==> src/rtl/pwr_state_pkg.sv <==
package pwr_state_pkg;
  typedef enum logic [1:0] {
    PS_D0    = 2'b00,
    PS_RSV1  = 2'b01,
    PS_RSV2  = 2'b10,
    PS_D3HOT = 2'b11
  } pwrState_e;

  typedef struct packed {
    logic      load;
    pwrState_e nextState;
    logic      wake;
  } ctrlStrobe_t;
endpackage

==> src/rtl/pwr_state_ctrl.sv <==
module pwr_state_ctrl
  import pwr_state_pkg::*;
#(
  parameter int ADDR_W  = 2,
  parameter logic [ADDR_W-1:0] PM_ADDR = '0
) (
  input  logic              cfgWrEn,
  input  logic [ADDR_W-1:0] cfgAddr,
  input  logic [1:0]        reqCode,
  input  pwrState_e         curState,
  output ctrlStrobe_t       strobe
);
  logic      pmWrite;
  logic      codeLegal;
  pwrState_e reqState;

  always_comb begin
    reqState  = pwrState_e'(reqCode);
    pmWrite   = cfgWrEn && (cfgAddr == PM_ADDR);
    codeLegal = (reqState == PS_D0) || (reqState == PS_D3HOT);
    strobe.load      = pmWrite && codeLegal && (reqState != curState);
    strobe.nextState = reqState;
    strobe.wake      = strobe.load && (curState == PS_D3HOT) && (reqState == PS_D0);
  end
endmodule

==> src/rtl/pwr_state_dp.sv <==
module pwr_state_dp
  import pwr_state_pkg::*;
#(
  parameter int ADDR_W = 2,
  parameter int REG_W  = 16,
  parameter int DATA_W = 32,
  parameter logic [ADDR_W-1:0] PM_ADDR  = '0,
  parameter logic [ADDR_W-1:0] CAP_ADDR = 1,
  parameter logic [7:0] CAP_ID = 8'h0A
) (
  input  logic              clk,
  input  logic              auxRstN,
  input  ctrlStrobe_t       strobe,
  input  logic [ADDR_W-1:0] cfgAddr,
  output logic [REG_W-1:0]  cfgRdData,
  output pwrState_e         curState,
  input  logic              memReq,
  output logic              memAck,
  output logic              memErr,
  output logic [DATA_W-1:0] memRdData,
  output logic              fnMemReq,
  input  logic [DATA_W-1:0] fnRdData,
  input  logic              fnIrq,
  output logic              irqOut,
  output logic              softRst
);
  localparam int PAD_W = REG_W - 2;
  localparam int CAP_PAD_W = REG_W - 8;

  pwrState_e stateQ;
  logic      wakeQ;
  logic      fullPower;

  always_ff @(posedge clk or negedge auxRstN) begin
    if (!auxRstN) begin
      stateQ <= PS_D0;
      wakeQ  <= 1'b0;
    end else begin
      if (strobe.load) stateQ <= strobe.nextState;
      wakeQ <= strobe.wake;
    end
  end

  always_comb begin
    fullPower = (stateQ == PS_D0);
    fnMemReq  = memReq && fullPower;
    memAck    = memReq && fullPower;
    memErr    = memReq && !fullPower;
    memRdData = fullPower ? fnRdData : {DATA_W{1'b1}};
    irqOut    = fnIrq && fullPower;
    if (cfgAddr == PM_ADDR)       cfgRdData = {{PAD_W{1'b0}}, stateQ};
    else if (cfgAddr == CAP_ADDR) cfgRdData = {{CAP_PAD_W{1'b0}}, CAP_ID};
    else                          cfgRdData = '0;
  end

  assign curState = stateQ;
  assign softRst  = wakeQ;
endmodule

==> src/rtl/pwrStateReg.sv <==
module pwrStateReg
  import pwr_state_pkg::*;
#(
  parameter int ADDR_W = 2,
  parameter int REG_W  = 16,
  parameter int DATA_W = 32
) (
  input  logic              clk,
  input  logic              auxRstN,
  input  logic              cfgWrEn,
  input  logic [ADDR_W-1:0] cfgAddr,
  input  logic [REG_W-1:0]  cfgWrData,
  output logic [REG_W-1:0]  cfgRdData,
  input  logic              memReq,
  output logic              memAck,
  output logic              memErr,
  output logic [DATA_W-1:0] memRdData,
  output logic              fnMemReq,
  input  logic [DATA_W-1:0] fnRdData,
  input  logic              fnIrq,
  output logic              irqOut,
  output logic              softRst
);
  localparam logic [ADDR_W-1:0] PM_ADDR  = '0;
  localparam logic [ADDR_W-1:0] CAP_ADDR = 1;

  ctrlStrobe_t strobe;
  pwrState_e   curState;
  logic        unusedUpper;

  assign unusedUpper = ^cfgWrData[REG_W-1:2];

  pwr_state_ctrl #(.ADDR_W(ADDR_W), .PM_ADDR(PM_ADDR)) ctrl (
    .cfgWrEn(cfgWrEn), .cfgAddr(cfgAddr), .reqCode(cfgWrData[1:0]),
    .curState(curState), .strobe(strobe)
  );

  pwr_state_dp #(
    .ADDR_W(ADDR_W), .REG_W(REG_W), .DATA_W(DATA_W),
    .PM_ADDR(PM_ADDR), .CAP_ADDR(CAP_ADDR), .CAP_ID(8'h0A)
  ) dp (
    .clk(clk), .auxRstN(auxRstN), .strobe(strobe), .cfgAddr(cfgAddr),
    .cfgRdData(cfgRdData), .curState(curState), .memReq(memReq),
    .memAck(memAck), .memErr(memErr), .memRdData(memRdData),
    .fnMemReq(fnMemReq), .fnRdData(fnRdData), .fnIrq(fnIrq),
    .irqOut(irqOut), .softRst(softRst)
  );
endmodule

==> config.mk <==
export PLATFORM = sky130hd
export DESIGN_NAME = pwrStateReg
export DESIGN_NICKNAME = d
export VERILOG_FILES = /design/src/rtl/pwr_state_pkg.sv /design/src/rtl/pwr_state_ctrl.sv /design/src/rtl/pwr_state_dp.sv /design/src/rtl/pwrStateReg.sv
export SDC_FILE = /design/constraint.sdc
export NUM_CORES = 1
export LEC_CHECK = 0
export ABC_CLOCK_PERIOD_IN_PS = 2650
export BUFFER_PORTS_ARGS = -buffer_cell sky130_fd_sc_hd__buf_2
export CAP_MARGIN = 5
export CORE_MARGIN = 1.5
export CORE_UTILIZATION = 26
export DETAILED_ROUTE_END_ITERATION = 12
export PLACE_DENSITY = 0.84
export SETUP_SLACK_MARGIN = 0.5
export SYNTH_ARGS = -nofsm -noshare
export SYNTH_HDL_FRONTEND = slang
export SYNTH_SLANG_ARGS = --single-unit
==> constraint.sdc <==
create_clock -name clk -period 2.65 [get_ports clk]
set_clock_uncertainty 0.15 [all_clocks]
set_input_delay 0.1325 -clock clk [delete_from_list [all_inputs] [get_ports clk]]
set_output_delay 0.1325 -clock clk [all_outputs]
set_load 0.03 [all_outputs]
; Word-level counts from Yosys, hierarchy flattened
; Index checks and enable logic that the tools add are counted.
[op_classes]
n_eq_ne = 4
n_mux = 3
n_reduce_logical = 13
[op_table]
columns = cell, n
row1 = $mux 32, 1
row2 = $mux 16, 1
row3 = $logic_and 1x1->1, 8
row4 = $logic_not 2->1, 3
row5 = $eq 2x2->1 const B, 2
row6 = $mux 4, 1
row7 = $eq 2x1->1 const B, 1
row8 = $ne 2x2->1, 1
row9 = $logic_not 1->1, 1
row10 = $logic_or 1x1->1, 1
[word_totals]
regBits = 3
output_inout_bits = 53
word_cells = 22

; Longest topological paths before layout
[logic_depth]
ltp_word = 6
mapped_depth = 4

; By module
; Synthesis repeated with hierarchy kept, for this count alone.
[unflattened]
hier_cells = 77
hier_area_um2 = 596.8
[by_module_without_submodules]
columns = module, instances, cells_per_inst, area_per_inst_um2
row1 = pwr_state_dp, 1, 65, 506.7
row2 = pwr_state_ctrl, 1, 12, 90.1

; Worst setup path after synthesis
; Ideal clock, no wire load.
[synth_timing]
kind = flip-flop to output port
start = register dp.stateQ[0] (netlist: dp.curState[0])
end = output port cfgRdData[0]
t_arrival_ps = 1400
t_required_ps = 2368
slack_ps = 968
path_stages_with_launch = 3
n_path_buf = 1
cell_sequence = dfrtp_1 -> clkbuf_1 -> nor3b_1
[synth_between]
elab_chain_cells = 1
[synth_lines]
columns = element, line
row1 = start: declaration, pwr_state_dp.sv:30  ; pwrState_e stateQ;
row2 = start signal: assignment, pwr_state_dp.sv:39  ; if (strobe.load) stateQ <= strobe.nextState;
row3 = $mux 16, pwr_state_dp.sv:51  ; if (cfgAddr == PM_ADDR) cfgRdData = {{PAD_W{1'b0}}, stateQ};
row4 = end: declaration, pwrStateReg.sv:13  ; output logic [REG_W-1:0] cfgRdData,
; No other way between the ends.

; Worst setup path after layout
[layout_timing]
start = register dp.stateQ[0] (netlist: dp.curState[0])
end = output port fnMemReq
[layout_between]
elab_chain_cells = 2
[layout_lines]
columns = element, line
row1 = $logic_not 2->1, pwr_state_dp.sv:45  ; fullPower = (stateQ == PS_D0);
row2 = $logic_and 1x1->1, pwr_state_dp.sv:46  ; fnMemReq = memReq && fullPower;
row3 = end: declaration, pwrStateReg.sv:18  ; output logic fnMemReq,
; No other way between the ends.

==> flow_metrics.py <==
metrics = {
    "pwr": {
        "p_leak_nw": 0.509,
        "vdd.ir_drop.worst_v": 0.000519,
        "p_per_area_nw_per_um2": 671,
    },
    "drt": {
        "ant_nets": 0,
        "remaining_drc_errors": 0,
        "vias": 765,
        "wire_per_inst_um": 10.2,
        "post_drt_via_cell_ratio": 4.32,
        "firstDrtPassIters": 3,
        "first_iter_violations": 6,
        "wl_mm": 1.80,
    },
    "die": {
        "fp.coreArea_um2": 1960,
        "initial_core_util_pct": 27.4,
        "ios": 108,
        "floorplan.die.height_um": 48.4,
        "die_area_um2": 2350,
        "num_rows": 16,
        "die_x_um": 48.4,
    },
    "placed_design": {
        "dpl.hpwl_mm": 1.41,
        "port_buffers": 80,
        "place_congestion": 0.646,
    },
    "synthesis": {
        "synth_area_per_cell_um2": 7.35,
        "synth_area_leaders": "or3_1 (37%), buf_4 (20%), dfrtp_1 (14%), nor4b_4 (4.4%), clkbuf_1 (4.2%)",
        "yosysMostFrequentCell": "or3_1",
        "synth_edf_count": 0,
        "yosys.area.top_type": "or3_1",
        "ys_seq_area_share_pct": 14.0,
        "yosys_warnings": 0,
        "postSynthCellCount": 73,
        "netlist_area_um2": 537,
        "ys_top_cells_by_count": "or3_1 (32), buf_4 (14), clkbuf_1 (6), dfrtp_1 (3), nor2_1 (3)",
        "synthDistinctLibCells": 17,
        "synth_seq_cells": 3,
        "synth_top_cell_area_share_pct": 37.3,
        "synthArstFlopShare_pct": 100,
        "synth_flop_cell": "dfrtp_1",
    },
    "global_route": {
        "grt_max_degree": 37,
        "grt_pass1_vias": 708,
        "gr-usage-all-layers_pct": 15.1,
        "antenna_found_initial": 0,
        "grt-ovfl-total": 0,
        "grt_pass1_wl_mm": 2.87,
    },
    "finish": {
        "area_growth_pct": 72.3,
        "nets": 207,
        "diodes": 0,
        "drive_gt1_share_pct": 58.7,
    },
    "cts": {
        "h-tree-depth": 1,
        "clkSinkCount": 3,
        "post_cts_buffers": 0,
        "clk_path_buf_depth": 2,
        "post_cts_resized": 0,
        "clockRootBuffer": "clkbuf_4",
        "worstSkewPairLatency_ns": 0.23,
        "clk_pin_slew_ns": 0.04,
        "cts_hold_buf": 1,
        "cts_tree": "done",
        "numCtsBuffers": 3,
    },
    "worst_setup_path": {
        "crit_path_start_kind": "register",
        "startpoint": "dp.curState[0]",
        "regToRegStartpoint": "dp.curState[0]",
        "r2r_slack_ns": 1.13,
        "crit_type": "reg -> out",
        "end_kind": "primary output",
        "timing.rr.end": "dp.softRst",
        "critPathCapture": "fnMemReq",
        "r2r_cells": 2,
        "critPathMaxFanout": 36,
        "arrival_ns": 1.65,
        "required_ns": 2.37,
    },
    "timing": {
        "hold_viol_final": 0,
        "relSlewSlack_pct": 44.5,
        "finalSetupTns_ns": 0,
        "setup_violations": 0,
        "finalCritPeriodShare_pct": 73.0,
        "finalMaxSlewViolations": 0,
        "worstMarginPinSlew_ns": 0.833,
        "fin_hold_ws_ns": 0.0149,
        "rsz0062_at_grt": "no",
        "max_freq_ghz": 0.517,
        "fin_crit_ns": 1.93,
    },
    "hold_path": {
        "holdCritPathClass": "in -> reg",
    },
    "run": {
        "maxCapViolations": 0,
    },
    "status": {
        "status": "completed",
    },
}
[routing by layer]
metal | track usage, % | vias up | routed length [um]
met5 | 0 | - | 0
met2 | 30.3 | 49 | 962
li1 | - | 382 | -
met1 | 13.6 | 332 | 655
met4 | 8.57 | 0 | 10
met3 | 3.40 | 2 | 172
[worst min path at each step]
stage,from,to,slack [ns],depth (start not counted)
global placement,auxRstN,dp.softRst,-0.22,1
floorplan,auxRstN,dp.curState[0],-0.31,0
detailed placement,auxRstN,dp.softRst,-0.22,1
global route,cfgWrData[0],dp.curState[0],0.02,2
CTS,cfgWrData[0],dp.curState[0],0.007,2
finish,cfgWrData[0],dp.curState[0],0.01,2
[power by group]
part,internal (mW),switching (mW)
Combinational,0.139,0.289
Clock,0.0564,0.0235
Sequential,0.0530,0.0600
Total,0.248,0.372
[registers in the layout, indices dropped and copies added, names as in the netlist]
register / cells
dp.curState: 2
dp.softRst: 1
[stage by stage]
stage	util (%)	setup WS (ns)	instances	instance area [um^2]	power (mW)
floorplan	-	0.968	85	582	0.442
global placement	45.3	1.05	172	888	0.530
detailed placement	45.3	0.963	172	888	0.540
CTS	47.1	0.711	177	925	0.626
global route	47.1	0.526	177	925	0.659
finish	47.1	0.716	177	925	0.621
[area by class of cell]
cell class	count	area [um^2]
fillers	213	1040
flip-flops and latches	3	75.1
repair buffers	81	410
clock buffers	4	26.3
well taps	27	33.8
inverters	2	7.51
multi-input cells	60	372
[layout by cell type, fill, tap and decap left out, types with 2 or more instances in the layout]
| master | instances |
|---|---|
| mux2_2 | 2 |
| nor2_1 | 3 |
| clkbuf_4 | 3 |
| or3_1 | 32 |
| and2_1 | 2 |
| conb_1 | 13 |
| dfrtp_1 | 3 |
| buf_2 | 80 |
| inv_1 | 2 |
[logic make-up after synthesis]
family | Yosys count | share of synthesized area (%)
simple gates | 44 | 53.6
buf+inv | 22 | 25.2
flops | 3 | 14.0
mux | 2 | 4.20
fa+ha+maj | 1 | 2.33
other cells | 1 | 0.699
[critical path, stage by stage, from the launching register on]
cell and delay, ns:
dfrtp_1 0.88, nor2_1 0.14, and2_1 0.21, buf_2 0.17
Power figures use the tool's default switching activity.
